[src/rtl/tcs_pkg.sv]
package tcs_pkg;
  localparam int DATA_W = 16;
  localparam int FN_W   = 4;
  localparam int RES_W  = 2;

  typedef enum logic [1:0] {
    PIN_PRESS       = 2'd0,
    PIN_ANY_DATA    = 2'd1,
    PIN_PRESS_CLEAR = 2'd2,
    PIN_PRESS_ALT   = 2'd3
  } pin_fn_e;

  function automatic logic [DATA_W-1:0] done_mask(input logic [FN_W-1:0] f);
    case (f)
      4'd1:    done_mask = 16'h0600;
      4'd2:    done_mask = 16'h0780;
      4'd3:    done_mask = 16'h0400;
      4'd4:    done_mask = 16'h0200;
      4'd5:    done_mask = 16'h0180;
      4'd6:    done_mask = 16'h0040;
      4'd7:    done_mask = 16'h0030;
      4'd8,
      4'd9:    done_mask = 16'h0010;
      4'd10:   done_mask = 16'h0004;
      4'd11:   done_mask = 16'h0070;
      4'd12:   done_mask = 16'h0002;
      default: done_mask = 16'h0000;
    endcase
  endfunction

  function automatic logic [3:0] trunc_shift(input logic [RES_W-1:0] r);
    case (r)
      2'd1:    trunc_shift = 4'd8;
      2'd2:    trunc_shift = 4'd6;
      default: trunc_shift = 4'd4;
    endcase
  endfunction

  function automatic logic wants_pen(input logic [FN_W-1:0] f);
    wants_pen = (f >= 4'd1) && (f <= 4'd5);
  endfunction

  function automatic logic idle_fn(input logic [FN_W-1:0] f);
    idle_fn = (f == 4'd0) || (f >= 4'd13);
  endfunction

  function automatic logic one_shot(input logic [FN_W-1:0] f);
    one_shot = ((f >= 4'd3) && (f <= 4'd8)) || (f == 4'd10) || (f == 4'd12);
  endfunction
endpackage

[src/rtl/tcs_ctrl_regs.sv]
module tcs_ctrl_regs
  import tcs_pkg::*;
(
  input  logic              clk,
  input  logic              rst_n,
  input  logic              we,
  input  logic [DATA_W-1:0] wdata,
  input  logic              kill,
  output logic              en_q,
  output logic              en_v,
  output logic [FN_W-1:0]   nf_v,
  output logic [RES_W-1:0]  nr_v
);
  logic              en_n;
  logic [FN_W-1:0]   nf_q;
  logic [RES_W-1:0]  nr_q;

  always_comb begin
    en_v = we ? ~wdata[14]    : en_q;
    nf_v = we ? wdata[13:10]  : nf_q;
    nr_v = we ? wdata[9:8]    : nr_q;
    en_n = en_v & ~kill;
  end

  always_ff @(posedge clk or negedge rst_n) begin
    if (!rst_n) begin
      en_q <= 1'b0;
      nf_q <= '0;
      nr_q <= '0;
    end else begin
      en_q <= en_n;
      nf_q <= nf_v;
      nr_q <= nr_v;
    end
  end
endmodule

[src/rtl/tcs_conv_timer.sv]
module tcs_conv_timer #(
  parameter int CONV_CYCLES = 16
) (
  input  logic clk,
  input  logic rst_n,
  input  logic go,
  input  logic hold,
  output logic busy,
  output logic done
);
  localparam int CNT_W = $clog2(CONV_CYCLES + 1);
  localparam logic [CNT_W-1:0] LOAD = CNT_W'(CONV_CYCLES - 1);

  logic             busy_n;
  logic [CNT_W-1:0] cnt_q, cnt_n;

  always_comb begin
    done   = busy && (cnt_q == '0) && hold;
    busy_n = busy;
    cnt_n  = cnt_q;
    if (go) begin
      busy_n = 1'b1;
      cnt_n  = LOAD;
    end else if (!hold || done) begin
      busy_n = 1'b0;
    end else if (busy && (cnt_q != '0)) begin
      cnt_n = cnt_q - 1'b1;
    end
  end

  always_ff @(posedge clk or negedge rst_n) begin
    if (!rst_n) begin
      busy  <= 1'b0;
      cnt_q <= '0;
    end else begin
      busy  <= busy_n;
      cnt_q <= cnt_n;
    end
  end
endmodule

[src/rtl/tcs_dav_flags.sv]
module tcs_dav_flags
  import tcs_pkg::*;
(
  input  logic              clk,
  input  logic              rst_n,
  input  logic              done,
  input  logic [DATA_W-1:0] set_mask,
  input  logic [DATA_W-1:0] clr,
  output logic [DATA_W-1:0] dav_q,
  output logic              irq_n
);
  logic [DATA_W-1:0] dav_n;
  logic              irq_n_n;

  always_comb begin
    dav_n   = (dav_q & ~clr) | (done ? set_mask : '0);
    irq_n_n = irq_n;
    if (done)              irq_n_n = 1'b0;
    else if (dav_n == '0)  irq_n_n = 1'b1;
  end

  always_ff @(posedge clk or negedge rst_n) begin
    if (!rst_n) begin
      dav_q <= '0;
      irq_n <= 1'b1;
    end else begin
      dav_q <= dav_n;
      irq_n <= irq_n_n;
    end
  end
endmodule

[src/rtl/tcs_pen_irq.sv]
module tcs_pen_irq
  import tcs_pkg::*;
(
  input  logic       clk,
  input  logic       rst_n,
  input  logic       sel_we,
  input  logic [1:0] sel_in,
  input  logic       pen,
  input  logic       any_dav,
  input  logic       en,
  output logic       irq_n
);
  pin_fn_e sel_q, sel_n;
  logic    active;

  always_comb begin
    sel_n = sel_we ? pin_fn_e'(sel_in) : sel_q;
    case (sel_q)
      PIN_PRESS:    active = pen;
      PIN_ANY_DATA: active = any_dav;
      default:      active = pen & ~any_dav;
    endcase
    active = active & en;
  end

  always_ff @(posedge clk or negedge rst_n) begin
    if (!rst_n) begin
      sel_q <= PIN_PRESS_CLEAR;
      irq_n <= 1'b1;
    end else begin
      sel_q <= sel_n;
      irq_n <= ~active;
    end
  end
endmodule

[src/rtl/touch_conv_sched.sv]
module touch_conv_sched
  import tcs_pkg::*;
#(
  parameter int CLK_HZ       = 250_000_000,
  parameter int CONV_RATE_HZ = 1024
) (
  input  logic              clk,
  input  logic              rst_n,
  input  logic              ctrl_we,
  input  logic [DATA_W-1:0] ctrl_wdata,
  input  logic              pen_fn_we,
  input  logic [1:0]        pen_fn_sel,
  input  logic              pen_down,
  input  logic [DATA_W-1:0] rd_strobe,
  input  logic [DATA_W-1:0] raw_in,
  output logic              busy,
  output logic [DATA_W-1:0] dav_flags,
  output logic [DATA_W-1:0] result_out,
  output logic              pen_irq_n,
  output logic              dav_irq_n
);
  localparam int CONV_CYCLES = (CLK_HZ / CONV_RATE_HZ < 1) ? 1 : CLK_HZ / CONV_RATE_HZ;

  logic             en_q, en_v, kill, en_ok, go, done, pen_gate;
  logic [FN_W-1:0]  nf_v, act_fn_q, act_fn_n;
  logic [RES_W-1:0] nr_v, act_res_q, act_res_n;

  tcs_ctrl_regs u_ctrl (
    .clk(clk), .rst_n(rst_n), .we(ctrl_we), .wdata(ctrl_wdata), .kill(kill),
    .en_q(en_q), .en_v(en_v), .nf_v(nf_v), .nr_v(nr_v)
  );

  // Start and single-shot disable decisions
  always_comb begin
    pen_gate = wants_pen(nf_v) ? pen_down : 1'b1;
    kill     = one_shot(nf_v) && pen_gate && (dav_flags != '0);
    en_ok    = en_v && !kill;
    go       = en_ok && !busy && (dav_flags == '0) && !idle_fn(nf_v) && pen_gate;
    act_fn_n  = go ? nf_v : act_fn_q;
    act_res_n = go ? nr_v : act_res_q;
  end

  always_ff @(posedge clk or negedge rst_n) begin
    if (!rst_n) begin
      act_fn_q  <= '0;
      act_res_q <= '0;
    end else begin
      act_fn_q  <= act_fn_n;
      act_res_q <= act_res_n;
    end
  end

  tcs_conv_timer #(.CONV_CYCLES(CONV_CYCLES)) u_timer (
    .clk(clk), .rst_n(rst_n), .go(go), .hold(en_ok), .busy(busy), .done(done)
  );

  tcs_dav_flags u_dav (
    .clk(clk), .rst_n(rst_n), .done(done), .set_mask(done_mask(act_fn_q)),
    .clr(rd_strobe), .dav_q(dav_flags), .irq_n(dav_irq_n)
  );

  tcs_pen_irq u_pen (
    .clk(clk), .rst_n(rst_n), .sel_we(pen_fn_we), .sel_in(pen_fn_sel),
    .pen(pen_down), .any_dav(|dav_flags), .en(en_q), .irq_n(pen_irq_n)
  );

  assign result_out = raw_in >> trunc_shift(act_res_q);
endmodule

[config.mk]
export PLATFORM = sky130hd
export DESIGN_NAME = touch_conv_sched
export DESIGN_NICKNAME = d
export VERILOG_FILES = /design/src/rtl/tcs_pkg.sv /design/src/rtl/tcs_ctrl_regs.sv /design/src/rtl/tcs_conv_timer.sv /design/src/rtl/tcs_dav_flags.sv /design/src/rtl/tcs_pen_irq.sv /design/src/rtl/touch_conv_sched.sv
export SDC_FILE = /design/constraint.sdc
export NUM_CORES = 1
export LEC_CHECK = 0
export ABC_AREA = 1
export BUFFER_PORTS_ARGS = -buffer_cell sky130_fd_sc_hd__buf_4
export CAP_MARGIN = 20
export CORE_MARGIN = 10
export CORE_UTILIZATION = 35
export CTS_CLUSTER_DIAMETER = 100
export CTS_CLUSTER_SIZE = 8
export DETAILED_ROUTE_END_ITERATION = 12
export PLACE_DENSITY_LB_ADDON = 0.3
export SLEW_MARGIN = 20
export SYNTH_ARGS = -nofsm -noshare
export SYNTH_HDL_FRONTEND = slang
export SYNTH_SLANG_ARGS = --single-unit
[constraint.sdc]
create_clock -name clk -period 2.13 [get_ports clk]
set_input_delay 0.213 -clock clk [delete_from_list [all_inputs] [get_ports clk]]
set_output_delay 0.213 -clock clk [all_outputs]
set_load 0.05 [all_outputs]
# Word-level counts from Yosys, hierarchy flattened
# Memories as Yosys holds them, arrays and structs flattened.
# Index checks and enable logic that the tools add are counted.
# word_totals
rom_bits,144
memories,1
latch_bits,0
ff_bits,52
ram_bits,0
input_bits,55
out_inout_bits,35
wordCells,81
# op_classes
n_mul,0
muxes,14
bitwise_logic,10
reduce_logical,32
add_sub_neg,1
shift,1
div,0
eq_ne,6
order_cmp,5
# mem_list
memory,depth,word_bits,rd,rd_ports_with_merged_regs,write_ports,line_no,text
(no name shown),16,9,1,0,0,tcs_pkg.sv:14,case (f)
# op_table
operator,count
2-to-1 mux 18 bit,3
logical NOT 16 bit,2
logical NOT 18 bit,1
nonzero test 18 bit,1
subtractor 18 x 1 -> 18 bit (second input constant),1
AND 16 bit,1
2-to-1 mux 16 bit,1
NOT 16 bit,1
bitwise OR 16 bit,1
nonzero test 16 bit,1
OR reduction 16 bit,1
right shift 16 x 4 -> 16 bit,1
logical AND 1 bit,12
equality test 4 bit (second input constant),2
one-hot mux 4 bit (2 select lines),1
2-to-1 mux 1 bit,6
nonzero test 2 bit,3
equality test 2 x 1 -> 1 bit (second input constant),2
>= comparator 4 x 1 -> 1 bit (second input constant),1
>= comparator 4 x 2 -> 1 bit (second input constant),1
>= comparator 4 bit (second input constant),1
less-or-equal comparator 4 x 3 -> 1 bit (second input constant),1
less-or-equal comparator 4 bit (second input constant),1
logical NOT 1 bit,4
other kinds (11),19

# Logic depth before layout (Yosys ltp)
# Gate-level depths: netlist (run 1).
# depth
ltp_word,15
depth_mapped,15
mapped_depth_nobuf,15

# Hierarchy
# A second synthesis (run 1) with hierarchy kept.
# hier_totals
hier_cells,478
area_unflattened_um2,3349.5
# modules_own_cells
mod,area_per_inst_um2,cells_each,seq_area_each_um2,n_inst
tcs_conv_timer,1307.5,199,475.5,1
touch_conv_sched,823.3,136,150.1,1
tcs_dav_flags,797.0,95,426.7,1
tcs_ctrl_regs,280.3,31,175.2,1
tcs_pen_irq,141.4,17,77.6,1

# Worst setup path before layout (run 1)
# Ideal clock, no wire load.
# synth_timing
path_type,register to output
start,reg act_res_q[0]
end,out result_out[6]
required_time_ns,1.917
path_slack_ns,-0.179
path_buffers,0
stages_incl_launch_ff,6
t_arrival_ns,2.096
path_cell_list,dfrtp_1 nor2_1 nor2_1 inv_1 nor2_1 a221oi_1
# synth_between
elab_chain_cells,3
elab_cells_between_ends,4
classes_between,2 x eq/ne; 1 x shift; 1 x mux
# synth_lines
item,line_no,text
start: declaration,touch_conv_sched.sv:26,"logic [RES_W-1:0] nr_v, act_res_q, act_res_n;"
start signal: assignment,touch_conv_sched.sv:49,act_res_q <= act_res_n;
equality test 2 bit / equality test 2 x 1 -> 1 bit (equally long branches),tcs_pkg.sv:32,case (r)
one-hot mux 4 bit (2 select lines) (*),tcs_pkg.sv:32,
right shift 16 x 4 -> 16 bit (*),touch_conv_sched.sv:67,assign result_out = raw_in >> trunc_shift(act_res_q);
end: declaration,touch_conv_sched.sv:18,"output logic [DATA_W-1:0] result_out,"
# Every way passes the cells marked *; elsewhere a longest branch is shown, timed or not.

# Final worst setup path (run 1)
# layout_timing
start,reg act_res_q[1]
end,out result_out[6]
# The elaborated chain is that of the path after synthesis.

==> results of run 1 <==
==> cell usage after synthesis (5+ instances only) <==
library cell / count / area (um2)
nand2_2: 10 / 62.6
nor3_1: 7 / 35.0
inv_2: 5 / 18.8
nand4_1: 11 / 68.8
dfrtp_1: 49 / 1230
ha_1: 8 / 100
nor2_1: 62 / 233
nand3_1: 10 / 50.1
nand2_1: 76 / 285
inv_1: 56 / 210
o21ai_0: 19 / 95.1
a21oi_1: 12 / 60.1
o21ai_1: 6 / 30.0
o22ai_1: 5 / 31.3
==> logic make-up (layout without fill, tap and decap cells) <==
logic type               Yosys count  after routing
flip-flops                        52             52
AND/OR/NAND/NOR                  199            199
other                              1              4
XOR/XNOR                           4              4
adder cells (fa/ha/maj)            8              8
buffers and inverters             66            151
AO/OA/AOI/OAI                     55             55
==> area by class of cell <==
class,count,area share
multi-input combinational,270,0.383
sequential,52,0.340
timing repair buffer,82,0.161
inverter,61,0.0603
tap,105,0.0342
clock buffer,7,0.0199
clock inverter,1,0.00130
==> power breakdown <==
part	switching, mW	internal, mW	leakage (nW)
combinational	1.12	0.513	1.25
clock	0.318	0.231	0.0422
sequential	0.119	1.11	0.642
total	1.56	1.85	1.93
==> state kept, by name, indices dropped and copies added (netlist names) <==
name,cells
u_pen.sel_q,2
u_dav.irq_n,1
act_res_q,2
u_timer.cnt_q,18
u_pen.irq_n,1
u_ctrl.nf_q,4
u_ctrl.nr_q,2
u_dav.dav_q,16
u_timer.busy,1
act_fn_q,4
u_ctrl.en_q,1
==> cell usage in the layout (no fill, tap or decap), types with 5 or more instances in the layout <==
master | Yosys | layout
nand3_1 | 10 | 10
o21ai_1 | 6 | 6
ha_1 | 8 | 8
a21oi_1 | 12 | 11
o22ai_1 | 5 | 5
nor2_1 | 62 | 56
nor2_2 | 4 | 10
inv_1 | 56 | 56
clkbuf_8 | 0 | 5
nor3_1 | 7 | 7
dfrtp_1 | 49 | 49
buf_4 | 4 | 81
nand2_2 | 10 | 12
o21ai_0 | 19 | 19
nand2_1 | 76 | 74
nand4_1 | 11 | 11
==> metal layers <==
layer,up-vias,routed length (um),GRT usage
met5,-,0,0
met4,0,57,0.0296
met3,8,545,0.0378
met2,68,3390,0.180
met1,1224,3470,0.148
li1,1408,-,-
==> per-stage QoR <==
stage	hold slack, ns	total power [mW]
4_1_cts	0.0543	3.39
3_3_place_gp	0.289	2.82
6_report	0.0568	3.41
2_1_floorplan	-0.0826	2.35
5_1_grt	0.0530	3.64
3_5_place_dp	0.289	2.84
==> path summary, 6_finish.rpt <==
path	startpoint	end	cells after the start
setup / recovery	act_res_q[1]	result_out[6]	7
hold / removal	rd_strobe[0]	u_dav.dav_q[0]	2
setup reg to reg	u_timer.cnt_q[4]	u_dav.irq_n	13
hold reg to reg	u_dav.irq_n	u_dav.irq_n	2
max in group asynchronous	rst_n	act_res_q[0]	2
min in group asynchronous	rst_n	u_timer.cnt_q[11]	2
==> timing repair <==
action	in CTS	in global routing
endpoints found under the hold margin	49	0
resized for setup	0	13
hold buffers	1	0
setup endpoints to repair	0	10
setup buffers	0	4
==> metrics, run 1 <==
status complete, no violations; post-route minimum period just under 2 ns; Starting Density 0.361; worst path bufs/invs 3; Arrival @ worst endpoint 1.75 ns; vias per inst 4.69; Final Cell Area 3840 um2; crit-path cells inv_1 > nor2_2 > nor2_2 > inv_1 > nor2_1 > a221oi_2 > buf_4; Mapped Cells approximately 390; Worst-path clk slew 0.09 ns; diode count 0; Slew headroom 0.574; post-synthesis compound-gate area fraction 0.107; number of CTS-inserted buffers 5; XOR/XNOR share of the synthesized area 0.0118; first-pass GRT wire length 12.3 mm; Final TNS setup 0 ns; Max Freq 511 MHz; ys flop type dfrtp_1; Yosys cell types 39; Final Hold Vio Count 0; crit-path max cell delay about 0.37 ns; Tightest Pin Transition 0.639 ns; pwr/cell area 890 nW/um2; TritonCTS clock tree yes; WS Path Type reg2out; Post-route DRC 0; global-route usage over all layers 0.115; worst min path class in2reg; vias in the first global route 2632; Final Non-Filler Cells 578; clock root cell clkbuf_8; Slew Viols, Final 0; post-synthesis sequential area ratio 0.438; clock skew 0.0154 ns; wire per inst 12.9 um; Mapped Area between 2000 and 3000 um2; initial antenna violation count 0; post-synthesis mux area share 0; Site Rows 33; chip width 112 um; R2R Setup Slk around 0.18 ns; largest delay contributor family on the critical path buffers and inverters; First DRT Iteration DRCs between 150 and 200; MaxCap Viol Count 0; Tcrit/Tclk final 0.920; Chip Height ~110 um; peak supply drop 0.000340 V; Post-DRT Antenna Nets 0; dpl cells 565; Post-synth EDFFs 0; Final Setup Violations 0; Synth-to-Final Area Change 28.8%; Crit. End Element primary output; Lkg Pwr just under 2 nW; die area 12600 um2; FF+latch area 1310 um2; Overflow after GRT 0; vias between 2000 and 3000; pre-CTS WS ~0.035 ns; Final HPWL DP ~5.9 mm; Core Util, Final 0.465; area of the multi-input gates 1470 um2; main combinational cell family by area after synthesis simple AND/OR/NAND/NOR gates; Top Ports 90; GP Congestion 0.841; area share of and/or/nand/nor cells after synthesis 0.319; ys async rst share 1.00; Post-Synth Adder-Cell Area 0.0336; H-tree levels 2; clock latency on the worst-skew pair ~0.32 ns; CP startpoint kind flip-flop; placed cell areas approximately 3700 um2; DR pass1 iterations 4; Routed WL 7.46 mm; pin count of the biggest net entering global routing 53; Post-Syn Area per Cell 7.74 um2; Port Buf Inserts 72; final net count between 500 and 600; Sink Count 52; Filler cells 826; share of layout cells above drive strength 1 0.283; clk buf depth 2; Syn. warnings 0; CP max stage cell dfrtp_1; worst endpoint required time 1.92 ns; CP max FO 7; setup slack after layout about 0.17 ns; Placeable Area 8260 um2; FF+latch count, synth 52; RSZ-0062 raised after global routing no
(Power assumes the default switching activity.)
==> run 2, diff against run 1 <==
CORE_MARGIN = 3   (was 10)
SYNTH_HIERARCHICAL = 1   (was not set)
==> run 2 against run 1 <==
Power up 35%. Combinational power up 57%. Sequential share of layout area down 4.0 points. Hold slack better by 0.014 ns. Design area up 15%. Clock skew down 0.0059 ns. Global-route usage up 3.0 points. Clock-buffer cell count down 1. Routed wire length up 2.7%. Worst setup slack worse by 0.032 ns. Non-clock buffer count up 19. Die area down 14%. Highest routed layer unchanged.
==> metrics, run 2 <==
Mapped Cells 478 (was 385); pwr/cell area 1040 nW/um2 (was 890 nW/um2); Final Non-Filler Cells 714 (was 578); largest delay contributor family on the critical path simple AND/OR/NAND/NOR gates (was buffers and inverters); Hold Path Origin pen_fn_we (was rd_strobe[0]); Tcrit/Tclk final 0.935 (was 0.920); worst min path class in2reg (unchanged); MaxCap Viol Count 0 (unchanged); clk buf depth 2 (unchanged); Tightest Pin Transition 0.649 ns (was 0.639 ns); most frequent cells in the layout nand2_1 (151), buf_4 (96), inv_1 (58) (was buf_4 (81), nand2_1 (74), inv_1 (56), nor2_1 (56), dfrtp_1 (49)); First DRT Iteration DRCs 128 (was 164); Max Freq 502 MHz (was 511 MHz); max FFs per register 18 (unchanged); WHS Path Cells 2 (unchanged); biggest registers after layout u_timer/cnt_q (18), u_dav/dav_q (16) (was u_timer.cnt_q (18), u_dav.dav_q (16)); post-synthesis mux area share 0 (unchanged); post-synth top area cell dfrtp_1 (unchanged); Site Rows 35 (was 33); pin count of the biggest net entering global routing 53 (unchanged); Routed WL 7.67 mm (was 7.46 mm); most common cell in the netlist nand2_1 (unchanged); Overflow after GRT 0 (unchanged); commonest non-fill, non-tap cell in the layout nand2_1 (was buf_4); Placeable Area 9280 um2 (was 8260 um2); global-route usage over all layers 0.145 (was 0.115); diode count 0 (unchanged); worst endpoint required time 2.37 ns (was 1.92 ns); crit-path cells nor2_2 > nand2_1 > nor2_2 > nand2_2 > nand2_4 > inv_2 > nor2_2 > nand2_2 > nor4_4 > buf_12 > nand2_1 > nand2_2 > nor2_1 > nand2_1 > nor2_1 > nand2_1 > a21oi_2 (was inv_1 > nor2_2 > nor2_2 > inv_1 > nor2_1 > a221oi_2 > buf_4); top post-synthesis cells by area dfrtp_1 (37%), nand2_1 (18%), nor2_1 (7.2%), inv_1 (6.7%), nand3_1 (5.5%) (was dfrtp_1 (41%), nand2_1 (9.6%), nor2_1 (7.8%), inv_1 (7.1%), ha_1 (3.4%)); ys flop type dfrtp_1 (unchanged); CP startpoint kind flip-flop (unchanged); dpl cells 703 (was 565); most frequent CP cell nand2_1; Final HPWL DP 5.93 mm (was 5.90 mm); wire per inst 10.7 um (was 12.9 um); post-synthesis sequential area ratio 0.390 (was 0.438); share of layout cells above drive strength 1 0.316 (was 0.283); Worst Hold Path EP u_pen/sel_q[1] (was u_dav.dav_q[0]); GP Congestion 0.827 (was 0.841); ys async rst share 1.00 (unchanged); Syn. warnings 6 (was 0); Yosys cell types 40 (was 39); vias in the first global route 3017 (was 2632); Post-DRT Antenna Nets 0 (unchanged); status complete, no violations (unchanged); Crit. End Element flip-flop (was primary output); Port Buf Inserts 72 (unchanged); Slew headroom 0.567 (was 0.574); vias per inst 4.47 (was 4.69); R2R Setup Slk 0.14 ns (was 0.18 ns); main combinational cell family by area after synthesis simple AND/OR/NAND/NOR gates (unchanged); Chip Height 104 um (was 112 um); chip width 104 um (was 112 um); Final Hold Vio Count 0 (unchanged); CP max FO 11 (was 7); total chip power 4.61 mW (was 3.41 mW); XOR/XNOR share of the synthesized area 0.00784 (was 0.0118); Sink Count 52 (unchanged); post-synthesis compound-gate area fraction 0.0572 (was 0.107); crit-path max cell delay 0.42 ns (was 0.37 ns); area share of and/or/nand/nor cells after synthesis 0.414 (was 0.319); top-area cell type share of the netlist area 0.366 (was 0.411); Reg-to-Reg Start u_dav/dav_q[2] (was u_timer.cnt_q[4]); Post-Syn Area per Cell 7.01 um2 (was 7.74 um2); Post-route DRC 0 (unchanged); DR pass1 iterations 7 (was 4); CP max stage cell dfrtp_2 (was dfrtp_1); Post-synth EDFFs 0 (unchanged); clock skew 0.00949 ns (was 0.0154 ns); Biggest register u_timer/cnt_q (was u_timer.cnt_q); placed cell areas 4260 um2 (was 3670 um2); vias 3193 (was 2708); Slew Viols, Final 0 (unchanged); final net count 646 (was 535); Mapped Area 3350 um2 (was 2980 um2); H-tree levels 2 (unchanged); Post-Synth Adder-Cell Area 0.0261 (was 0.0336); Synth-to-Final Area Change 32.1% (was 28.8%); Starting Density 0.361 (about the same); number of CTS-inserted buffers 5 (unchanged); clock root cell clkbuf_8 (unchanged); Worst-path clk slew 0.09 ns (about the same); die area 10800 um2 (was 12600 um2); FF+latch count, synth 52 (unchanged); post-route minimum period 1.99 ns (was 1.96 ns); Arrival @ worst endpoint 2.23 ns (was 1.75 ns); first-pass GRT wire length 13.4 mm (was 12.3 mm); worst path bufs/invs 2 (was 3); CP Depth 17 (was 7); Final Setup Violations 0 (unchanged); Top Ports 90 (unchanged); Commonest cells post-synth nand2_1 (157), nor2_1 (64), inv_1 (60) (was nand2_1 (76), nor2_1 (62), inv_1 (56)); WS Path Type reg2reg (was reg2out); peak supply drop 0.000590 V (was 0.000340 V); clock latency on the worst-skew pair 0.31 ns (was 0.32 ns); Lkg Pwr 2.40 nW (was 1.93 nW); initial antenna violation count 0 (unchanged); FF-to-FF End u_dav/irq_n (was u_dav.irq_n); R2R depth 17 (was 13); TritonCTS clock tree yes (unchanged); Core Util, Final 0.476 (was 0.465); RSZ-0062 raised after global routing yes (was no); Final Cell Area 4420 um2 (was 3840 um2)
[run 2: worst max-delay path by stage]
stage | from | end | slack [ns]
after global routing | u_dav/dav_q[15] | u_dav/irq_n | -0.05
final | u_dav/dav_q[2] | u_dav/irq_n | 0.14
after floorplan | u_dav/dav_q[2] | u_dav/irq_n | -0.01
after detailed placement | ctrl_we | u_dav/irq_n | -0.02
after global placement | ctrl_we | u_dav/irq_n | 0.009
after CTS | u_dav/dav_q[2] | u_dav/irq_n | 0.02
[run 2: cell families after synthesis]
family / count (synthesis)
AOI/OAI and AO/OA: 30
xor gates and xnor gates: 3
adders and majority gates: 7
buffers and inverters: 77
DFF: 52
other: 1
and+or+nand+nor: 308
[run 2: cell type report]
cell class                      count  area [um2]
Tap cell                          129         161
Clock inverter                      2        16.3
Clock buffer                        6        72.6
Fill cell                         939        4860
Sequential cell                    52        1330
Inverter                           64         240
Multi-Input combinational cell    360        1810
Timing Repair Buffer              101         802
[run 2: routing by layer]
layer	track usage	wire length [um]	vias up
met4	0.0370	66	0
met5	0	0	-
li1	-	-	1686
met1	0.179	3490	1426
met2	0.254	3690	76
met3	0.0336	411	5
[run 2: power by group]
part,total [mW],switching [mW],internal [mW]
Clock,0.571,0.336,0.235
Sequential,1.46,0.251,1.21
Combinational,2.58,1.67,0.903
Total,4.61,2.26,2.35
[run 2: repair_timing]
action	4_1_cts	5_1_grt
gates cloned	0	1
gates resized for setup	1	15
pin swaps	0	2
hold buffers	1	0
setup buffers	0	1
hold endpoints to repair	49	0
setup endpoints to repair	1	20
[run 2: stage by stage]
| step | setup TNS [ns] | hold slack (ns) | worst slack, ns |
|---|---|---|---|
| 6_report | 0 | 0.0708 | 0.139 |
| 3_5_place_dp | -0.0179 | 0.300 | -0.0179 |
| 5_1_grt | -0.0455 | 0.0630 | -0.0455 |
| 2_1_floorplan | -0.0132 | -0.0826 | -0.0132 |
| 3_3_place_gp | 0 | 0.297 | 0.00935 |
| 4_1_cts | 0 | 0.0568 | 0.0232 |
